$ cat config.mk
export PLATFORM = sky130hd
export DESIGN_NAME = tdc_l1_buffer
export DESIGN_NICKNAME = d
export VERILOG_FILES = /design/src/rtl/l1buf_pkg.sv /design/src/rtl/l1_hold_shift.sv /design/src/rtl/l1_hit_limiter.sv /design/src/rtl/l1_win_store.sv /design/src/rtl/l1_trig_reader.sv /design/src/rtl/tdc_l1_buffer.sv
export SDC_FILE = /design/constraint.sdc
export NUM_CORES = 2
export LEC_CHECK = 0
export BUFFER_PORTS_ARGS = -buffer_cell sky130_fd_sc_hd__clkbuf_2
export CAP_MARGIN = 20
export CORE_UTILIZATION = 57
export CTS_CLUSTER_SIZE = 30
export DETAILED_ROUTE_END_ITERATION = 8
export PLACE_DENSITY_LB_ADDON = 0.15
export SYNTH_ARGS = -nofsm -noshare
export SYNTH_HDL_FRONTEND = slang
export SYNTH_HIERARCHICAL = 1
export SYNTH_SLANG_ARGS = --single-unit
$ cat constraint.sdc
create_clock -name clk -period 5.9 [get_ports clk]
set_input_delay 0.59 -clock clk [delete_from_list [all_inputs] [get_ports clk]]
set_output_delay 0.59 -clock clk [all_outputs]
set_load 0.05 [all_outputs]
$ cat src/rtl/l1buf_pkg.sv
package l1buf_pkg;
  typedef enum logic [1:0] {
    RD_IDLE   = 2'd0,
    RD_FIRST  = 2'd1,
    RD_SECOND = 2'd2
  } rd_state_e;
endpackage

$ cat src/rtl/l1_hold_shift.sv
module l1_hold_shift #(
  parameter int NCH    = 4,
  parameter int TIME_W = 14
) (
  input  logic                  clk,
  input  logic                  rst_n,
  input  logic                  clr,
  input  logic                  load,
  input  logic [NCH-1:0]        in_vld,
  input  logic [NCH*TIME_W-1:0] in_time,
  output logic                  out_vld,
  output logic [TIME_W-1:0]     out_time
);
  for (genvar i = 0; i < NCH; i++) begin : g_slot
    logic              v;
    logic [TIME_W-1:0] t;
    logic              nxt_v;
    logic [TIME_W-1:0] nxt_t;
    if (i == NCH-1) begin : g_last
      assign nxt_v = 1'b0;
      assign nxt_t = '0;
    end else begin : g_mid
      assign nxt_v = g_slot[i+1].v;
      assign nxt_t = g_slot[i+1].t;
    end
    always_ff @(posedge clk or negedge rst_n) begin
      if (!rst_n) begin
        v <= 1'b0;
        t <= '0;
      end else if (clr) begin
        v <= 1'b0;
      end else if (load) begin
        v <= in_vld[i];
        t <= in_time[i*TIME_W +: TIME_W];
      end else begin
        v <= nxt_v;
        t <= nxt_t;
      end
    end
  end

  assign out_vld  = g_slot[0].v;
  assign out_time = g_slot[0].t;
endmodule

$ cat src/rtl/l1_hit_limiter.sv
module l1_hit_limiter #(
  parameter int NCH     = 4,
  parameter int HIT_CAP = 4
) (
  input  logic                   clk,
  input  logic                   rst_n,
  input  logic                   clr,
  input  logic                   slot_vld,
  input  logic [$clog2(NCH)-1:0] slot_ch,
  output logic                   wr_en
);
  localparam int CAP_W = $clog2(HIT_CAP + 1);

  logic [CAP_W-1:0] cnt_q [NCH];

  assign wr_en = slot_vld && (cnt_q[slot_ch] < CAP_W'(HIT_CAP));

  always_ff @(posedge clk or negedge rst_n) begin
    if (!rst_n) begin
      for (int c = 0; c < NCH; c++) cnt_q[c] <= '0;
    end else if (clr) begin
      for (int c = 0; c < NCH; c++) cnt_q[c] <= '0;
    end else if (wr_en) begin
      cnt_q[slot_ch] <= cnt_q[slot_ch] + CAP_W'(1);
    end
  end
endmodule

$ cat src/rtl/l1_win_store.sv
module l1_win_store #(
  parameter int NBLK   = 16,
  parameter int WPB    = 16,
  parameter int WORD_W = 16
) (
  input  logic                      clk,
  input  logic                      rst_n,
  input  logic                      clr,
  input  logic                      adv,
  input  logic                      wr_en,
  input  logic [WORD_W-1:0]         wr_word,
  input  logic [$clog2(NBLK)-1:0]   rd_blk,
  input  logic [$clog2(WPB+1)-1:0]  rd_idx,
  output logic [$clog2(NBLK)-1:0]   wr_blk,
  output logic [$clog2(WPB+1)-1:0]  wr_ptr,
  output logic [WORD_W-1:0]         rd_word,
  output logic [$clog2(WPB+1)-1:0]  rd_cnt
);
  localparam int BLK_W = $clog2(NBLK);
  localparam int IDX_W = $clog2(WPB);
  localparam int CNT_W = $clog2(WPB + 1);

  logic [WORD_W-1:0] mem   [NBLK][WPB];
  logic [CNT_W-1:0]  cnt_q [NBLK];
  logic              do_wr;
  logic              rd_ok;
  logic [BLK_W-1:0]  nxt_blk;

  assign do_wr   = wr_en && (wr_ptr < CNT_W'(WPB));
  assign nxt_blk = wr_blk + BLK_W'(1);
  assign rd_ok   = rd_idx < CNT_W'(WPB);
  assign rd_word = rd_ok ? mem[rd_blk][rd_idx[IDX_W-1:0]] : '0;
  assign rd_cnt  = cnt_q[rd_blk];

  always_ff @(posedge clk) begin
    if (do_wr) mem[wr_blk][wr_ptr[IDX_W-1:0]] <= wr_word;
  end

  always_ff @(posedge clk or negedge rst_n) begin
    if (!rst_n) begin
      wr_blk <= '0;
      wr_ptr <= '0;
      for (int b = 0; b < NBLK; b++) cnt_q[b] <= '0;
    end else if (clr) begin
      wr_blk <= '0;
      wr_ptr <= '0;
      for (int b = 0; b < NBLK; b++) cnt_q[b] <= '0;
    end else begin
      if (do_wr) begin
        wr_ptr        <= wr_ptr + CNT_W'(1);
        cnt_q[wr_blk] <= wr_ptr + CNT_W'(1);
      end
      if (adv) begin
        wr_blk         <= nxt_blk;
        wr_ptr         <= '0;
        cnt_q[nxt_blk] <= '0;
      end
    end
  end
endmodule

$ cat src/rtl/l1_trig_reader.sv
module l1_trig_reader
  import l1buf_pkg::*;
#(
  parameter int NBLK = 16,
  parameter int WPB  = 16
) (
  input  logic                      clk,
  input  logic                      rst_n,
  input  logic                      clr,
  input  logic                      trig,
  input  logic [$clog2(NBLK)-1:0]   lat,
  input  logic [$clog2(NBLK)-1:0]   cur_blk,
  input  logic [$clog2(WPB+1)-1:0]  blk_cnt,
  input  logic                      rd_ready,
  output logic [$clog2(NBLK)-1:0]   rd_blk,
  output logic [$clog2(WPB+1)-1:0]  rd_idx,
  output logic                      rd_valid,
  output logic                      busy,
  output logic                      done
);
  localparam int BLK_W = $clog2(NBLK);
  localparam int CNT_W = $clog2(WPB + 1);

  rd_state_e st_q;

  assign busy     = (st_q != RD_IDLE);
  assign rd_valid = busy && (rd_idx < blk_cnt);

  always_ff @(posedge clk or negedge rst_n) begin
    if (!rst_n) begin
      st_q   <= RD_IDLE;
      rd_blk <= '0;
      rd_idx <= '0;
      done   <= 1'b0;
    end else begin
      done <= 1'b0;
      if (clr) begin
        st_q <= RD_IDLE;
      end else begin
        case (st_q)
          RD_IDLE: begin
            if (trig) begin
              st_q   <= RD_FIRST;
              rd_blk <= cur_blk - lat;
              rd_idx <= '0;
            end
          end
          default: begin
            if (rd_valid) begin
              if (rd_ready) rd_idx <= rd_idx + CNT_W'(1);
            end else if (st_q == RD_FIRST) begin
              st_q   <= RD_SECOND;
              rd_blk <= rd_blk + BLK_W'(1);
              rd_idx <= '0;
            end else begin
              st_q <= RD_IDLE;
              done <= 1'b1;
            end
          end
        endcase
      end
    end
  end
endmodule

$ cat src/rtl/tdc_l1_buffer.sv
module tdc_l1_buffer #(
  parameter int NCH     = 4,
  parameter int TIME_W  = 14,
  parameter int HIT_CAP = 4,
  parameter int NBLK    = 16,
  parameter int WIN_CYC = 256,
  localparam int CH_W   = $clog2(NCH),
  localparam int BLK_W  = $clog2(NBLK),
  localparam int WORD_W = CH_W + TIME_W
) (
  input  logic                  clk,
  input  logic                  rst_n,
  input  logic                  spill_start,
  input  logic [NCH-1:0]        hit_vld,
  input  logic [NCH*TIME_W-1:0] hit_time,
  input  logic                  trig,
  input  logic [BLK_W-1:0]      trig_lat,
  input  logic                  rd_ready,
  output logic                  rd_valid,
  output logic [WORD_W-1:0]     rd_data,
  output logic                  rd_busy,
  output logic                  rd_done
);
  localparam int WPB   = NCH * HIT_CAP;
  localparam int CNT_W = $clog2(WPB + 1);
  localparam int WC_W  = $clog2(WIN_CYC);

  logic [WC_W-1:0]   wcyc_q;
  logic [CH_W-1:0]   ph_q;
  logic              boundary;
  logic              load;
  logic              slot_vld;
  logic [TIME_W-1:0] slot_time;
  logic              wr_en;
  logic [BLK_W-1:0]  wr_blk;
  logic [CNT_W-1:0]  wr_ptr;
  logic [BLK_W-1:0]  rd_blk;
  logic [CNT_W-1:0]  rd_idx;
  logic [CNT_W-1:0]  rd_cnt;

  assign boundary = (wcyc_q == WC_W'(WIN_CYC - 1));
  assign load     = (ph_q == CH_W'(NCH - 1));

  always_ff @(posedge clk or negedge rst_n) begin
    if (!rst_n) begin
      wcyc_q <= '0;
      ph_q   <= '0;
    end else if (spill_start) begin
      wcyc_q <= '0;
      ph_q   <= '0;
    end else begin
      wcyc_q <= boundary ? '0 : wcyc_q + WC_W'(1);
      ph_q   <= load ? '0 : ph_q + CH_W'(1);
    end
  end

  l1_hold_shift #(.NCH(NCH), .TIME_W(TIME_W)) u_hold (
    .clk      (clk),
    .rst_n    (rst_n),
    .clr      (spill_start),
    .load     (load),
    .in_vld   (hit_vld),
    .in_time  (hit_time),
    .out_vld  (slot_vld),
    .out_time (slot_time)
  );

  l1_hit_limiter #(.NCH(NCH), .HIT_CAP(HIT_CAP)) u_limit (
    .clk      (clk),
    .rst_n    (rst_n),
    .clr      (spill_start || boundary),
    .slot_vld (slot_vld),
    .slot_ch  (ph_q),
    .wr_en    (wr_en)
  );

  l1_win_store #(.NBLK(NBLK), .WPB(WPB), .WORD_W(WORD_W)) u_store (
    .clk     (clk),
    .rst_n   (rst_n),
    .clr     (spill_start),
    .adv     (boundary),
    .wr_en   (wr_en),
    .wr_word ({ph_q, slot_time}),
    .rd_blk  (rd_blk),
    .rd_idx  (rd_idx),
    .wr_blk  (wr_blk),
    .wr_ptr  (wr_ptr),
    .rd_word (rd_data),
    .rd_cnt  (rd_cnt)
  );

  l1_trig_reader #(.NBLK(NBLK), .WPB(WPB)) u_read (
    .clk      (clk),
    .rst_n    (rst_n),
    .clr      (spill_start),
    .trig     (trig),
    .lat      (trig_lat),
    .cur_blk  (wr_blk),
    .blk_cnt  (rd_cnt),
    .rd_ready (rd_ready),
    .rd_blk   (rd_blk),
    .rd_idx   (rd_idx),
    .rd_valid (rd_valid),
    .busy     (rd_busy),
    .done     (rd_done)
  );
endmodule

==> insert_results.sql <==
INSERT INTO impl_metrics (metric_group, metric, value, unit) VALUES
('logic_synthesis', 'mappedNetlistArea', '167000', 'um^2'),
('critical_path', 'crit_path_max_incr_delay', '800', 'ps'),
('run', 'max_cap_violations', '0', ''),
('logic_synthesis', 'ys_warnings', '6', ''),
('critical_path', 'timing.reg2reg.setup_slack', '850', 'ps'),
('grt', 'global_route_wire_length_before_repair', '635', 'mm'),
('outcome', 'status', 'finished, final reports clean', ''),
('logic_synthesis', 'postSynth.asyncResetShare', '4.28', '%'),
('routing', 'detail_route.wl_per_cell', '34.5', 'um'),
('grt', 'first_global_vias', '85100', ''),
('routing', 'ant_nets', '0', ''),
('cts', 'htreeDepth', '5', ''),
('grt', 'initial_antenna_violation_count', '25', ''),
('sta', 'achievable_freq', '170', 'MHz'),
('cts', 'clk_pin_slew_worst_paths', '60', 'ps'),
('place', 'pre_cts_worst_setup_slack', '266', 'ps'),
('critical_path', 'critPathCapture', 'rd_data[0]', ''),
('critical_path', 'reg2reg_from', 'u_read/rd_blk[0]', ''),
('sta', 'setup_viol', '0', ''),
('grt', 'grt_usage', '30.6', '%'),
('logic_synthesis', 'postSynthCellCount', '8045', ''),
('die', 'floorplan.core_area', '292000', 'um^2'),
('logic_synthesis', 'synth_area_per_cell', '20.8', 'um^2'),
('logic_synthesis', 'postSynthRegisterBits', '4279', ''),
('routing', 'drcViolationCount', '0', ''),
('die', 'design.portCount', '88', ''),
('cts', 'cts-buffers-inserted', '425', ''),
('critical_path', 'critical_path_depth', '9', ''),
('power_and_ir_drop', 'fraction_of_power_spent_switching_nets', '26.0', '%'),
('layout', 'final_cell_area', '190000', 'um^2'),
('cts', 'worst_skew_pair.late_latency', '990', 'ps'),
('routing', 'route.vias.total', '86700', ''),
('grt', 'global_route_layer_with_the_greatest_usage', 'met2', ''),
('place', 'dp_hpwl', '273', 'mm'),
('power_and_ir_drop', 'sequentialPowerShare', '46.4', '%'),
('routing', 'detailedRoute.firstIterationViolations', '12500', ''),
('logic_synthesis', 'synth.yosys.seq_area_share', '76.2', '%'),
('power_and_ir_drop', 'p_leak', '0.0633', 'uW'),
('power_and_ir_drop', 'switchingPower', '19400', 'uW'),
('sta', 'clock-skew-final', '81.8', 'ps'),
('critical_path', 'cp_cell_sequence', 'nor2b_1 -> nor2b_4 -> nand2_1 -> o32ai_1 -> nor4_1 -> nand4_1 -> o22ai_2 -> buf_6 -> buf_12', ''),
('sta', 'period_needed', '5870', 'ps'),
('grt', 'grt_util_met2', '47.7', '%'),
('sta', 'maxSlewViolCount', '0', ''),
('die', 'initial_core_util', '57.4', '%'),
('place', 'post_dp_cell_area', '175000', 'um^2'),
('critical_path', 'cp_data_required_time', '5310', 'ps'),
('routing', 'dr_vias_cell', '6.66', ''),
('sta', 'hold_viol_final', '0', ''),
('power_and_ir_drop', 'pwr-share-comb', '16.9', '%'),
('place', 'placement.io_buffers', '87', ''),
('routing', 'drt_pre_antenna_iters', '6', ''),
('logic_synthesis', 'ys.flop_type', 'edfxtp_1', ''),
('sta', 'holdWs', '44.0', 'ps'),
('critical_path', 'worst_path_top_cell_family_by_delay', 'simple AND/OR/NAND/NOR gates', ''),
('grt', 'largest_net_degree_at_the_start_of_global_routing', '186', ''),
('power_and_ir_drop', 'power.density_cell_area', '391', 'nW/um^2'),
('routing', 'finalWirelength', '449', 'mm'),
('critical_path', 'crit_path_start', 'u_read/rd_idx[1]', ''),
('logic_synthesis', 'number_of_enable_flip_flop_cells_after_synthesis', '4096', ''),
('logic_synthesis', 'synth_unique_cells', '83', ''),
('grt', 'met1_track_utilization_from_global_routing', '43.6', '%'),
('grt', 'grt_use_met3', '5.43', '%'),
('power_and_ir_drop', 'internal_power', '55200', 'uW'),
('cts', 'cts-root-buf', 'clkbuf_16', ''),
('cts', 'clock_tree_from_tritoncts', 'yes', ''),
('sta', 'worst_slew_margin_rel', '4.48', '%'),
('sta', 'slew_worst_pin', '1430', 'ps'),
('cts', 'clk_path_buf_depth', '4', ''),
('die', 'placement_rows', '198', ''),
('critical_path', 'cpMaxStageDelayCell', 'nor2b_1', '');
[synth_stat cells, drive strengths merged, types with 8 or more instances]
cell	count	area, um^2
a2111oi	8	70.1
a211oi	38	285
a21oi	188	945
a22oi	25	188
a31o	9	78.8
a31oi	11	83.8
a32oi	12	105
and2	26	165
buf	300	2500
clkbuf	170	639
dfrtp	183	4580
edfxtp	4096	123000
ha	23	288
inv	20	75.1
mux2	10	116
mux2i	528	5290
mux4	932	21000
nand2	241	905
nand3	58	295
nand4	9	56.3
nor2	453	1700
nor2b	23	144
nor3	44	225
o211ai	27	226
o21ai	149	780
o21bai	10	78.8
o221ai	194	1710
o22ai	135	845
o32ai	9	78.8
or4	8	60.1
xnor2	11	96.3
[layer usage]
metal	vias to the layer above	wire length, um
met3	794	44800
met1	45900	173000
li1	34900	-
met5	-	75
met4	12	19300
met2	5034	212000
[power by group through the flow]
| stage | combinational [uW] | clock [uW] | sequential, uW |
|---|---|---|---|
| finish | 12600 | 27400 | 34600 |
| global route | 13100 | 28800 | 34600 |
| CTS | 12700 | 27700 | 34500 |
| detailed placement | 12500 | 0 | 35200 |
| global placement | 12300 | 0 | 35200 |
| floorplan | 7730 | 0 | 35700 |
[sequential cells by signal, indices dropped and copies added (netlist names), 3 cells and up]
register and cells:
u_hold/out_time 14, u_store/wr_ptr 5, u_hold/g_slot.nxt_v 3, u_store/mem 4096, wcyc_q 8, u_read/rd_blk 4
u_store/wr_blk 4, u_store/cnt_q 80, u_hold/g_slot.nxt_t 42, u_read/rd_idx 5, u_limit/cnt_q 12
[timing repair]
action,4_1_cts,5_1_grt
hold buffers,64,0
gates cloned,1,0
pin swaps,2,0
setup endpoints to repair,15,1
endpoints found under the hold margin,180,0
gates resized for setup,23,1
setup buffers,5,0
[cells by family (layout without fill, tap and decap cells)]
family	Yosys count	in the layout	synth area share [%]
compound gates	855	855	3.47
xor+xnor	15	15	0.0785
fa+ha+maj	24	24	0.184
buf+inv	491	1533	1.92
flops	4279	4279	76.2
mux	1470	1470	15.8
other cells	0	25	0
simple gates	911	911	2.35
[cell usage in the layout, fill, tap and decap left out, drive strengths merged, types with 10 or more instances in the layout]
| cell type | n |
|---|---|
| dfrtp | 183 |
| o21ai | 149 |
| mux4 | 932 |
| edfxtp | 4096 |
| o22ai | 135 |
| a211oi | 38 |
| nor3 | 44 |
| inv | 33 |
| buf | 595 |
| clkinvlp | 14 |
| o211ai | 27 |
| nor2 | 453 |
| clkbuf | 592 |
| a21oi | 188 |
| a31oi | 11 |
| a32oi | 12 |
| a22oi | 25 |
| mux2i | 528 |
| dlygate4sd3 | 64 |
| o21bai | 10 |
| nor2b | 23 |
| diode | 25 |
| mux2 | 10 |
| ha | 23 |
| bufinv | 52 |
| xnor2 | 11 |
| o221ai | 194 |
| clkinv | 182 |
| nand2 | 241 |
| and2 | 26 |
| nand3 | 58 |
[layout make-up]
class	instances	area, um^2
Fill cell	19100	101000
Antenna cell	25	62.6
Inverter	21	91.3
Tap cell	3900	4880
Timing Repair Buffer	731	6560
Clock inverter	260	2970
Sequential cell	4279	128000
Multi-Input combinational cell	3275	37000
Clock buffer	521	11200
[worst min path at each step]
| stage | end | startpoint |
|---|---|---|
| floorplan | ph_q[0] | rst_n |
| global placement | u_hold/g_slot[2].nxt_t[4] | u_hold/g_slot[2].nxt_t[4] |
| detailed placement | u_hold/g_slot[2].nxt_t[10] | u_hold/g_slot[2].nxt_t[10] |
| CTS | u_read/rd_idx[1] | rd_ready |
| global route | u_hold/g_slot[2].nxt_t[6] | rst_n |
| finish | u_hold/g_slot[2].nxt_t[6] | rst_n |
[stage by stage]
step | TNS [ps] | power (uW)
2_1_floorplan | 0 | 43400
3_3_place_gp | -5.96 | 47500
3_5_place_dp | 0 | 47700
4_1_cts | 0 | 74900
5_1_grt | 0 | 76400
6_report | 0 | 74500
(Power assumes the default switching activity.)
